## src/rtl/rxfilt_pkg.sv

```systemverilog
package rxfilt_pkg;

  typedef enum logic [1:0] {
    ST_IDLE = 2'd0,
    ST_PASS = 2'd1,
    ST_DROP = 2'd2
  } rxState_e;

  typedef struct packed {
    logic fwd;
    logic first;
    logic last;
    logic accept;
    logic discard;
  } rxStrobe_t;

endpackage

```

## src/rtl/rxfilt_ctrl.sv

```systemverilog
module rxfilt_ctrl
  import rxfilt_pkg::*;
(
  input  logic      clk,
  input  logic      rstN,
  input  logic      wordValid,
  input  logic      sop,
  input  logic      eop,
  input  logic      txBusy,
  input  logic      addrHit,
  output rxStrobe_t stb
);

  rxState_e stateQ, stateD;

  always_ff @(posedge clk or negedge rstN) begin
    if (!rstN) stateQ <= ST_IDLE;
    else       stateQ <= stateD;
  end

  always_comb begin
    stateD = stateQ;
    stb    = '0;
    if (txBusy) begin
      stateD = ST_IDLE;
    end else if (wordValid) begin
      if (sop) begin
        if (addrHit) begin
          stb.fwd    = 1'b1;
          stb.first  = 1'b1;
          stb.last   = eop;
          stb.accept = 1'b1;
          stateD     = eop ? ST_IDLE : ST_PASS;
        end else begin
          stb.discard = 1'b1;
          stateD      = eop ? ST_IDLE : ST_DROP;
        end
      end else begin
        unique case (stateQ)
          ST_PASS: begin
            stb.fwd  = 1'b1;
            stb.last = eop;
            if (eop) stateD = ST_IDLE;
          end
          ST_DROP: begin
            if (eop) stateD = ST_IDLE;
          end
          default: stateD = ST_IDLE;
        endcase
      end
    end
  end

endmodule

```

## src/rtl/rxfilt_dp.sv

```systemverilog
module rxfilt_dp
  import rxfilt_pkg::*;
#(
  parameter int WORD_W   = 16,
  parameter int ADDR_W   = 8,
  parameter bit BCAST_EN = 1'b1,
  parameter bit PROMS_EN = 1'b1
) (
  input  logic              clk,
  input  logic              rstN,
  input  logic [WORD_W-1:0] wordIn,
  input  logic [ADDR_W-1:0] hostAddr,
  input  rxStrobe_t         stb,
  output logic              addrHit,
  output logic              outValid,
  output logic [WORD_W-1:0] outWord,
  output logic              outFirst,
  output logic              outLast,
  output logic              acceptFlag,
  output logic              discardFlag
);

  localparam int DST_LSB = WORD_W - ADDR_W;

  logic [ADDR_W-1:0] dstAddr;
  logic              exactHit, bcastHit, promsHit;

  assign dstAddr  = wordIn[WORD_W-1:DST_LSB];
  assign exactHit = (dstAddr == hostAddr);

  generate
    if (BCAST_EN) begin : g_bcast
      assign bcastHit = (dstAddr == '0);
    end else begin : g_nobcast
      assign bcastHit = 1'b0;
    end
    if (PROMS_EN) begin : g_proms
      assign promsHit = (hostAddr == '0);
    end else begin : g_noproms
      assign promsHit = 1'b0;
    end
  endgenerate

  assign addrHit = exactHit | bcastHit | promsHit;

  always_ff @(posedge clk or negedge rstN) begin
    if (!rstN) begin
      outValid    <= 1'b0;
      outFirst    <= 1'b0;
      outLast     <= 1'b0;
      acceptFlag  <= 1'b0;
      discardFlag <= 1'b0;
    end else begin
      outValid    <= stb.fwd;
      outFirst    <= stb.fwd & stb.first;
      outLast     <= stb.fwd & stb.last;
      acceptFlag  <= stb.accept;
      discardFlag <= stb.discard;
    end
  end

  always_ff @(posedge clk or negedge rstN) begin
    if (!rstN)        outWord <= '0;
    else if (stb.fwd) outWord <= wordIn;
  end

endmodule

```

## src/rtl/rxaddr_filter.sv

```systemverilog
module rxaddr_filter
  import rxfilt_pkg::*;
#(
  parameter int WORD_W = 16,
  parameter int ADDR_W = 8
) (
  input  logic              clk,
  input  logic              rstN,
  input  logic              wordValid,
  input  logic              sop,
  input  logic              eop,
  input  logic [WORD_W-1:0] wordIn,
  input  logic              txBusy,
  input  logic [ADDR_W-1:0] hostAddr,
  output logic              outValid,
  output logic [WORD_W-1:0] outWord,
  output logic              outFirst,
  output logic              outLast,
  output logic              acceptFlag,
  output logic              discardFlag
);

  rxStrobe_t stb;
  logic      addrHit;

  rxfilt_ctrl ctrl_i (
    .clk       (clk),
    .rstN      (rstN),
    .wordValid (wordValid),
    .sop       (sop),
    .eop       (eop),
    .txBusy    (txBusy),
    .addrHit   (addrHit),
    .stb       (stb)
  );

  rxfilt_dp #(
    .WORD_W   (WORD_W),
    .ADDR_W   (ADDR_W),
    .BCAST_EN (1'b1),
    .PROMS_EN (1'b1)
  ) dp_i (
    .clk         (clk),
    .rstN        (rstN),
    .wordIn      (wordIn),
    .hostAddr    (hostAddr),
    .stb         (stb),
    .addrHit     (addrHit),
    .outValid    (outValid),
    .outWord     (outWord),
    .outFirst    (outFirst),
    .outLast     (outLast),
    .acceptFlag  (acceptFlag),
    .discardFlag (discardFlag)
  );

endmodule

```

## config.mk

```make
export PLATFORM = sky130hd
export DESIGN_NAME = rxaddr_filter
export DESIGN_NICKNAME = d
export VERILOG_FILES = /design/src/rtl/rxfilt_pkg.sv /design/src/rtl/rxfilt_ctrl.sv /design/src/rtl/rxfilt_dp.sv /design/src/rtl/rxaddr_filter.sv
export SDC_FILE = /design/constraint.sdc
export NUM_CORES = 1
export LEC_CHECK = 0
export ABC_AREA = 1
export CAP_MARGIN = 20
export CORE_MARGIN = 2
export CORE_UTILIZATION = 43
export CTS_BUF_LIST = sky130_fd_sc_hd__clkbuf_8
export CTS_CLUSTER_DIAMETER = 50
export CTS_CLUSTER_SIZE = 10
export DETAILED_ROUTE_END_ITERATION = 16
export DONT_BUFFER_PORTS = 1
export PLACE_DENSITY = 0.69
export SYNTH_ARGS = -nofsm -noshare
export SYNTH_HDL_FRONTEND = slang
export SYNTH_HIERARCHICAL = 1
export SYNTH_SLANG_ARGS = --single-unit
export TNS_END_PERCENT = 5
```

## constraint.sdc

```tcl
create_clock -name clk -period 1.8 [get_ports clk]
set_clock_uncertainty 0.2 [all_clocks]
set_input_delay 0.09 -clock clk [delete_from_list [all_inputs] [get_ports clk]]
set_output_delay 0.09 -clock clk [all_outputs]
set_load 0.05 [all_outputs]
```

=== After elaboration in Yosys (flattened, before gate mapping) ===
Index checks and enable logic that the tools add are counted.

* Register bits: 23
* Logic and storage cells: 38
* Input bits: 30

* Reductions and logical operators: 5
* Multiplexer cells: 18
* Bitwise operators: 4
* Equal/unequal tests: 4

{| class="wikitable"
|+ Operators by type and width
! cell !! count
|-
| $logic_not 8->1 || 2
|-
| $mux 2 || 8
|-
| $mux 5 || 2
|-
| $eq 8x8->1 || 1
|-
| $mux 1 || 7
|-
| $mux 4 || 1
|-
| $ne 4x1->1 const B || 1
|-
| $and 1x1->1 || 2
|-
| $eq 2x1->1 const B || 1
|-
| $eq 2x2->1 const B || 1
|-
| $or 1x1->1 || 2
|-
| $reduce_and 2->1 || 1
|-
| $reduce_bool 2->1 || 1
|-
| $reduce_or 2->1 || 1
|}

=== Depth between registers and ports, before layout ===
Gate-level depths: netlist of run 1.

* Depth in word-level cells: 8
* Mapped depth: 14

=== Modules after synthesis ===
The synthesis of run 1 kept the hierarchy.

{| class="wikitable"
|+ Modules (own cells, without submodules)
! module !! cells each !! instances !! area each (um^2) !! sequential area each (um^2)
|-
| rxfilt_dp || 85 || 1 || 959.7 || 525.5
|-
| rxfilt_ctrl || 33 || 1 || 187.7 || 50.0
|}

=== Worst setup path after synthesis of run 1 ===
OpenSTA, ideal clock, no wires.

* Path type: register -> register
* Start point: register ctrl_i.stateQ[0]
* End point: register dp_i.outWord[0]
* Cell stages (with the launch flop): 7
* Buffers on the path: 1
* Arrival time: 1328 ps
* Path slack: 147 ps
* Cells stage by stage: dfrtp_1 -> ha_1 -> or2_0 -> nand3_1 -> inv_1 -> buf_6 -> mux2_4

{| class="wikitable"
|+ RTL lines
! what !! line !! source
|-
| start, declared || rxfilt_ctrl.sv:14 || <nowiki>rxState_e stateQ, stateD;</nowiki>
|-
| start signal, assigned || rxfilt_ctrl.sv:18 || <nowiki>else stateQ <= stateD;</nowiki>
|-
| end signal, assigned || rxfilt_dp.sv:64 || <nowiki>else if (stb.fwd) outWord <= wordIn;</nowiki>
|-
| end, declared || rxfilt_dp.sv:16 || <nowiki>output logic [WORD_W-1:0] outWord,</nowiki>
|}

==> metrics, run 1 <==
Fmax between 500 and 600 MHz; starting density of the core 45.9%; first-pass GRT wire length between 3 and 4 mm; FF-to-FF path depth 6; hpwl dp approximately 1.6 mm; total routed wirelength 2.38 mm; setup ws final between 40 and 50 ps; R2R Setup Slk 50 ps; GR Overflow Total 0; CTS clk-pin slew, worst paths about 80 ps; Skew-Pair Late Insertion Delay between 200 and 300 ps; critical path endpoint dp_i/outWord[0]; worst slew pin tran approximately 500 ps; Critical Path AT roughly 1700 ps; Setup crit end kind flip-flop; total vias in the final route around 870; ant diodes 0; antenna-violating nets left 0; Worst EP required about 1700 ps; Crit Path Class reg -> reg; worst r2r src ctrl_i/stateQ[0]; most frequent cells in the layout nand2_1, dlygate4sd3_1, dfrtp_1; pre-CTS setup slack approximately 75 ps; total power between 0.001 and 0.0015 W; Total Neg Setup Slack 0 ps; post-synthesis cell type count 16; Avg Synthesized Cell Area approximately 9.7 um^2; post-layout util approximately three fifths; Via density about 4.9; Total Die Area slightly above 3000 um^2; Top-Level Pins between 50 and 60; status finished, final reports clean; RSZ-0062 raised after global routing false; H-tree depth 1; commonest non-fill, non-tap cell in the layout nand2_1; placement row count 18; largest net degree at the start of global routing 24; Hold Vio Cnt, Final 0; Ys Warns 6; Max-cap violations 0; register bit count reported by yosys 23; Peak VDD IR about 0.72 mV; Synth-to-Final Area Change 31.6%; routability cong. around 0.70; Filler Cells Inserted between 200 and 250; chip height between 50 and 60 um; Slew headroom around two thirds; Post-layout nets 180; buffers added on ports 0; WHS 31.1 ps; Final Critical Period between 1500 and 2000 ps; post-CTS sizing 0; Mapped Cells roughly 120; post-synthesis cell area 1150 um^2; vias in the first global route ~900; initial antenna violation count 0; CP startpoint ctrl_i/stateQ[0]; crit share post-route between 90% and 100%; CTS tree built; startpoint types flip-flop; HP Class in -> reg; CTS root buf clkbuf_8; Clock Path Buffers 2; wire per inst 13.4 um; crit path max fanout 7; DR iter-0 viols 8; GRT Overall Usage approximately 16%; Die X-Extent ~56 um; share of layout cells above drive strength 1 between 10% and 20%; Leak about 0.76 nW; Power Density between 900 and 1000 nW/um^2; max-slew violation count 0; Core Area between 2000 and 2500 um^2; Mapped Nets around 150; Num CTS Buffers 3; clk sink count 23; reg-to-reg endpoint dp_i/outWord[0]; Final Setup Violations 0; DR DRC count 0; DR pass1 iterations 4; Seq/Total Area, Yosys between 50% and 60%
-- stage by stage --
stage          cells  area, um^2
6_report         178        1510
4_1_cts          176        1470
5_1_grt          178        1510
3_5_place_dp     149        1200
3_3_place_gp     149        1200
2_1_floorplan    118        1150
-- cells in the mapped netlist (all sizes together) --
cell type / instances / share of area (%)
nand3: 3 / 1.3
or2: 1 / 0.55
and2: 1 / 0.55
inv: 15 / 4.9
xnor2: 5 / 3.8
nor2: 21 / 6.9
ha: 1 / 1.1
nand4: 2 / 1.1
nand2: 27 / 9.1
a21oi: 3 / 1.3
mux2: 13 / 17
buf: 3 / 2.6
dfrtp: 23 / 50
-- registers in the layout (all words and copies together), names as in the netlist --
name              cells
ctrl_i/stateQ         2
dp_i/outWord         16
dp_i/outValid         1
dp_i/discardFlag      1
dp_i/outFirst         1
dp_i/acceptFlag       1
dp_i/outLast          1
-- metal layers --
layer / global-route usage (%) / routed length, um
met5: 0 / 0
met4: 7.32 / 27
met3: 2.79 / 146
met2: 28.9 / 1250
met1: 17.4 / 954
-- kinds of logic (layout without fill, tap and decap cells) --
family,count (synthesis),in the layout,share of synthesized area [%]
muxes,13,13,16.7
buffers and inverters,18,48,7.52
xor gates and xnor gates,5,5,3.82
adders and majority gates,1,1,1.09
DFF,23,23,50.2
and+or+nand+nor,55,55,19.4
AOI/OAI and AO/OA,3,3,1.31
-- worst min-delay path by stage --
stage	cells after the start	start	endpoint	slack, ps
after CTS	5	sop	dp_i/outLast	20
after global routing	5	sop	dp_i/outLast	50
after global placement	0	rstN	dp_i/outWord[10]	-410
final	5	sop	dp_i/outLast	30
after floorplan	0	rstN	ctrl_i/stateQ[0]	-410
after detailed placement	0	rstN	dp_i/outWord[11]	-410
-- cell type report --
type	count	area, um^2	share of cell area (%)
multi-input cells	77	485	32.1
well taps	30	37.5	2.49
inverters	15	56.3	3.73
repair buffers	29	310	20.5
clock buffers	3	41.3	2.73
clock inverters	1	3.75	0.249
flip-flops and latches	23	576	38.1
-- worst max-delay path, cell delays in order (launching register included) --
cell and delay (ps):
dfrtp_1 400, ha_1 200, or2_0 190, nand3_1 90
inv_1 80, buf_4 170, mux2_4 290
-- report_power, final --
group	total (W)	leakage, nW	switching, W	internal, W
Combinational	0.000276	0.447	0.000112	0.000163
Clock	0.000303	0.0269	0.000151	0.000152
Sequential	0.000912	0.286	0.000318	0.000594
Total	0.00149	0.759	0.000582	0.000909
-- timing repair --
action                                 in CTS  in global routing
hold buffers                               23                  1
setup buffers                               0                  0
endpoints found under the hold margin      45                  5
Power figures use the tool's default switching activity.
==> inputs of run 2 (changes only) <==
--- a/config.mk
+++ b/config.mk
@@ -5,7 +5,6 @@
 export SDC_FILE = /design/constraint.sdc
 export NUM_CORES = 1
 export LEC_CHECK = 0
-export ABC_AREA = 1
 export CAP_MARGIN = 20
 export CORE_MARGIN = 2
 export CORE_UTILIZATION = 43
==> run 2 against run 1 <==
Compared with the run above: die area decreased by 6.6%; routed wire length decreased by 1.2%; utilization rose by 0.65 points; synthesized area fell by 7.1%; critical path type unchanged; critical endpoint is now dp_i/outWord[11].
==> metrics, run 2 <==
total vias in the final route 714; post-synthesis cell area around 1100 um^2; hpwl dp about 1.5 mm; crit path max fanout 9; non-filler cells, final ~140; startpoint types flip-flop; EDFF count, synth 0; DR iter-0 viols 1; ant diodes 0; Die X-Extent approximately 54 um; Slew headroom about two thirds; reg-to-reg endpoint dp_i/outWord[11]; Synth Flop Type dfrtp_1; Async S/R FF share, synth 100%; sequential share of power around three fifths; Via density between 5 and 6; Worst Hold Path Cells 2; first-pass GRT wire length roughly 3.6 mm; worst r2r src ctrl_i/stateQ[1]; Final Critical Period between 1500 and 2000 ps; max-slew violation count 0; Top Registers dp_i/outWord: 16 flops, ctrl_i/stateQ: 2 flops; P_int between 0.0007 and 0.0008 W; Mapped Cells between 70 and 80; switching share of power a little over a quarter; vias in the first global route 797; HP Class in -> reg; hold path startpoint txBusy; routing usage on met2 about 28%; share of layout cells above drive strength 1 between 30% and 40%; placement row count 18; Crit Path Class reg -> reg; Clock Path Buffers 2; design area 1470 um^2; post-place instance area around 1100 um^2; status finished, final reports clean; crit share post-route just under 100%; top-count cell post-synth dfrtp_1; buffers added on ports 0; CTS clk-pin slew, worst paths about 80 ps; FF-to-FF path depth 6; GR Overflow Total 0; R2R Setup Slk 70 ps; placed insts around 110; DR DRC count 0; worst slew pin tran 492 ps; Hold EP dp_i/outLast; Ys Warns 6; Gate power share 12.1%; Top-Level Pins just over 50; GRT Overall Usage between 15 and 20%; H-tree depth 1; Core Area 2410 um^2; CTS root buf clkbuf_8; Final Setup Violations 0; CTS tree built; Critical Path AT about 1700 ps; DR pass1 iterations 2; crit-path max cell delay roughly 390 ps; Power Density a little over 700 nW/um^2; Skew-Pair Late Insertion Delay 260 ps; clk sink count 23; Hold Vio Cnt, Final 0; Max-cap violations 0; Mapped Nets ~110; Post-layout nets 139; Seq/Total Area, Yosys a little over half; worst path cell trace inv_2, ha_4, mux2i_4, nor3b_4, buf_6, mux2_2; Synth top area share roughly 54%; Total Die Area 2890 um^2; initial antenna violation count 0; most frequent cells in the layout dlygate4sd3_1, dfrtp_1, mux2_4; global routing usage on met3 between 5 and 6%; antenna-violating nets left 0; RSZ-0062 raised after global routing true; Num CTS Buffers 3; Filler Cells Inserted 188; largest reg by FF count dp_i/outWord; Leak around 0.65 nW; Peak VDD IR 0.544 mV; chip height between 50 and 60 um; most used routing layer met2; CP max-delay cell dfrtp_1; Switching Power 0.000292 W; post-layout util between 60% and 70%; Avg Synthesized Cell Area ~14 um^2; Area contributors post-synth dfrtp_1, mux2_4, mux2_2; Synth top cells by count dfrtp_1, mux2_2, mux2_4, xnor2_1, nor4_1; pre-CTS setup slack -138 ps; total power between 0.001 and 0.0015 W; setup ws final roughly 66 ps; Worst EP required around 1800 ps; starting density of the core roughly 44%; GRT met1 Usage between 20% and 30%; wire per inst 17.2 um; register bit count reported by yosys 23; largest net degree at the start of global routing 24; max reg flops 16; commonest non-fill, non-tap cell in the layout dlygate4sd3_1; post-synthesis cell type count 22; Synth-to-Final Area Change 38.0%; cell taking the most area after synthesis dfrtp_1; Setup crit end kind flip-flop; total routed wirelength ~2.4 mm; Fmax about 580 MHz; Clk network pwr share between 20% and 30%; routability cong. roughly 0.73
## run 2: critical path: cells and delay by family (launching register included)
family,cells,cell delay [ps]
multiplexers,2,410
flip-flops,1,390
buffers and inverters,2,250
AND/OR/NAND/NOR,1,240
adder cells (fa/ha/maj),1,130
## run 2: logic make-up after synthesis
group,count (synthesis),synth area share (%)
flip-flops,23,54.0
AO/OA/AOI/OAI,4,3.17
adder cells (fa/ha/maj),1,1.17
buffers and inverters,5,4.34
multiplexers,17,20.7
AND/OR/NAND/NOR,17,10.1
XOR/XNOR,8,6.57
## run 2: how the worst max path moves through the flow
| stage | end | start | slack [ps] | cells after the start |
|---|---|---|---|---|
| 2_1_floorplan | dp_i/outWord[0] | wordIn[10] | -50 | 8 |
| 3_3_place_gp | dp_i/outWord[8] | hostAddr[0] | -100 | 7 |
| 3_5_place_dp | dp_i/outWord[8] | wordIn[11] | -140 | 7 |
| 4_1_cts | dp_i/outWord[8] | ctrl_i/stateQ[1] | 6 | 7 |
| 5_1_grt | dp_i/outWord[10] | ctrl_i/stateQ[1] | -10 | 6 |
| 6_report | dp_i/outWord[11] | ctrl_i/stateQ[1] | 70 | 6 |
## run 2: cell type report
cell class | count | area [um^2] | area share [%]
clock inverter | 1 | 5.00 | 0.340
multi-input combinational | 47 | 484 | 32.9
inverter | 2 | 7.51 | 0.510
clock buffer | 3 | 41.3 | 2.81
timing repair buffer | 31 | 320 | 21.8
tap | 30 | 37.5 | 2.55
sequential | 23 | 576 | 39.1
## run 2: metal layers
| layer | vias to the layer above | part of all wire, % |
|---|---|---|
| met4 | 0 | 0.43 |
| met5 | - | 0 |
| met1 | 353 | 40 |
| met2 | 28 | 49 |
| li1 | 331 | - |
| met3 | 2 | 11 |
## run 2: power by group through the flow
| stage | clock network, W | logic (W) | registers (W) |
|---|---|---|---|
| 2_1_floorplan | 0 | 0.0000508 | 0.000637 |
| 3_3_place_gp | 0 | 0.0000619 | 0.000637 |
| 3_5_place_dp | 0 | 0.0000639 | 0.000637 |
| 4_1_cts | 0.000329 | 0.000116 | 0.000627 |
| 5_1_grt | 0.000356 | 0.000141 | 0.000630 |
| 6_report | 0.000313 | 0.000130 | 0.000626 |
## run 2: stage by stage
step           hold WS [ps]  setup TNS, ps
2_1_floorplan          -406           -385
3_3_place_gp           -405          -1200
3_5_place_dp           -405          -1770
4_1_cts                33.4              0
5_1_grt                29.0          -35.4
6_report               38.5              0
## run 2: timing repair
item / CTS / global route
hold buffers: 22 / 2
pin swaps: 1 / 1
cloned: 1 / 0
gates resized for setup: 6 / 3
setup buffers: 3 / 1
setup endpoints to repair: 8 / 16
endpoints found under the hold margin: 44 / 3
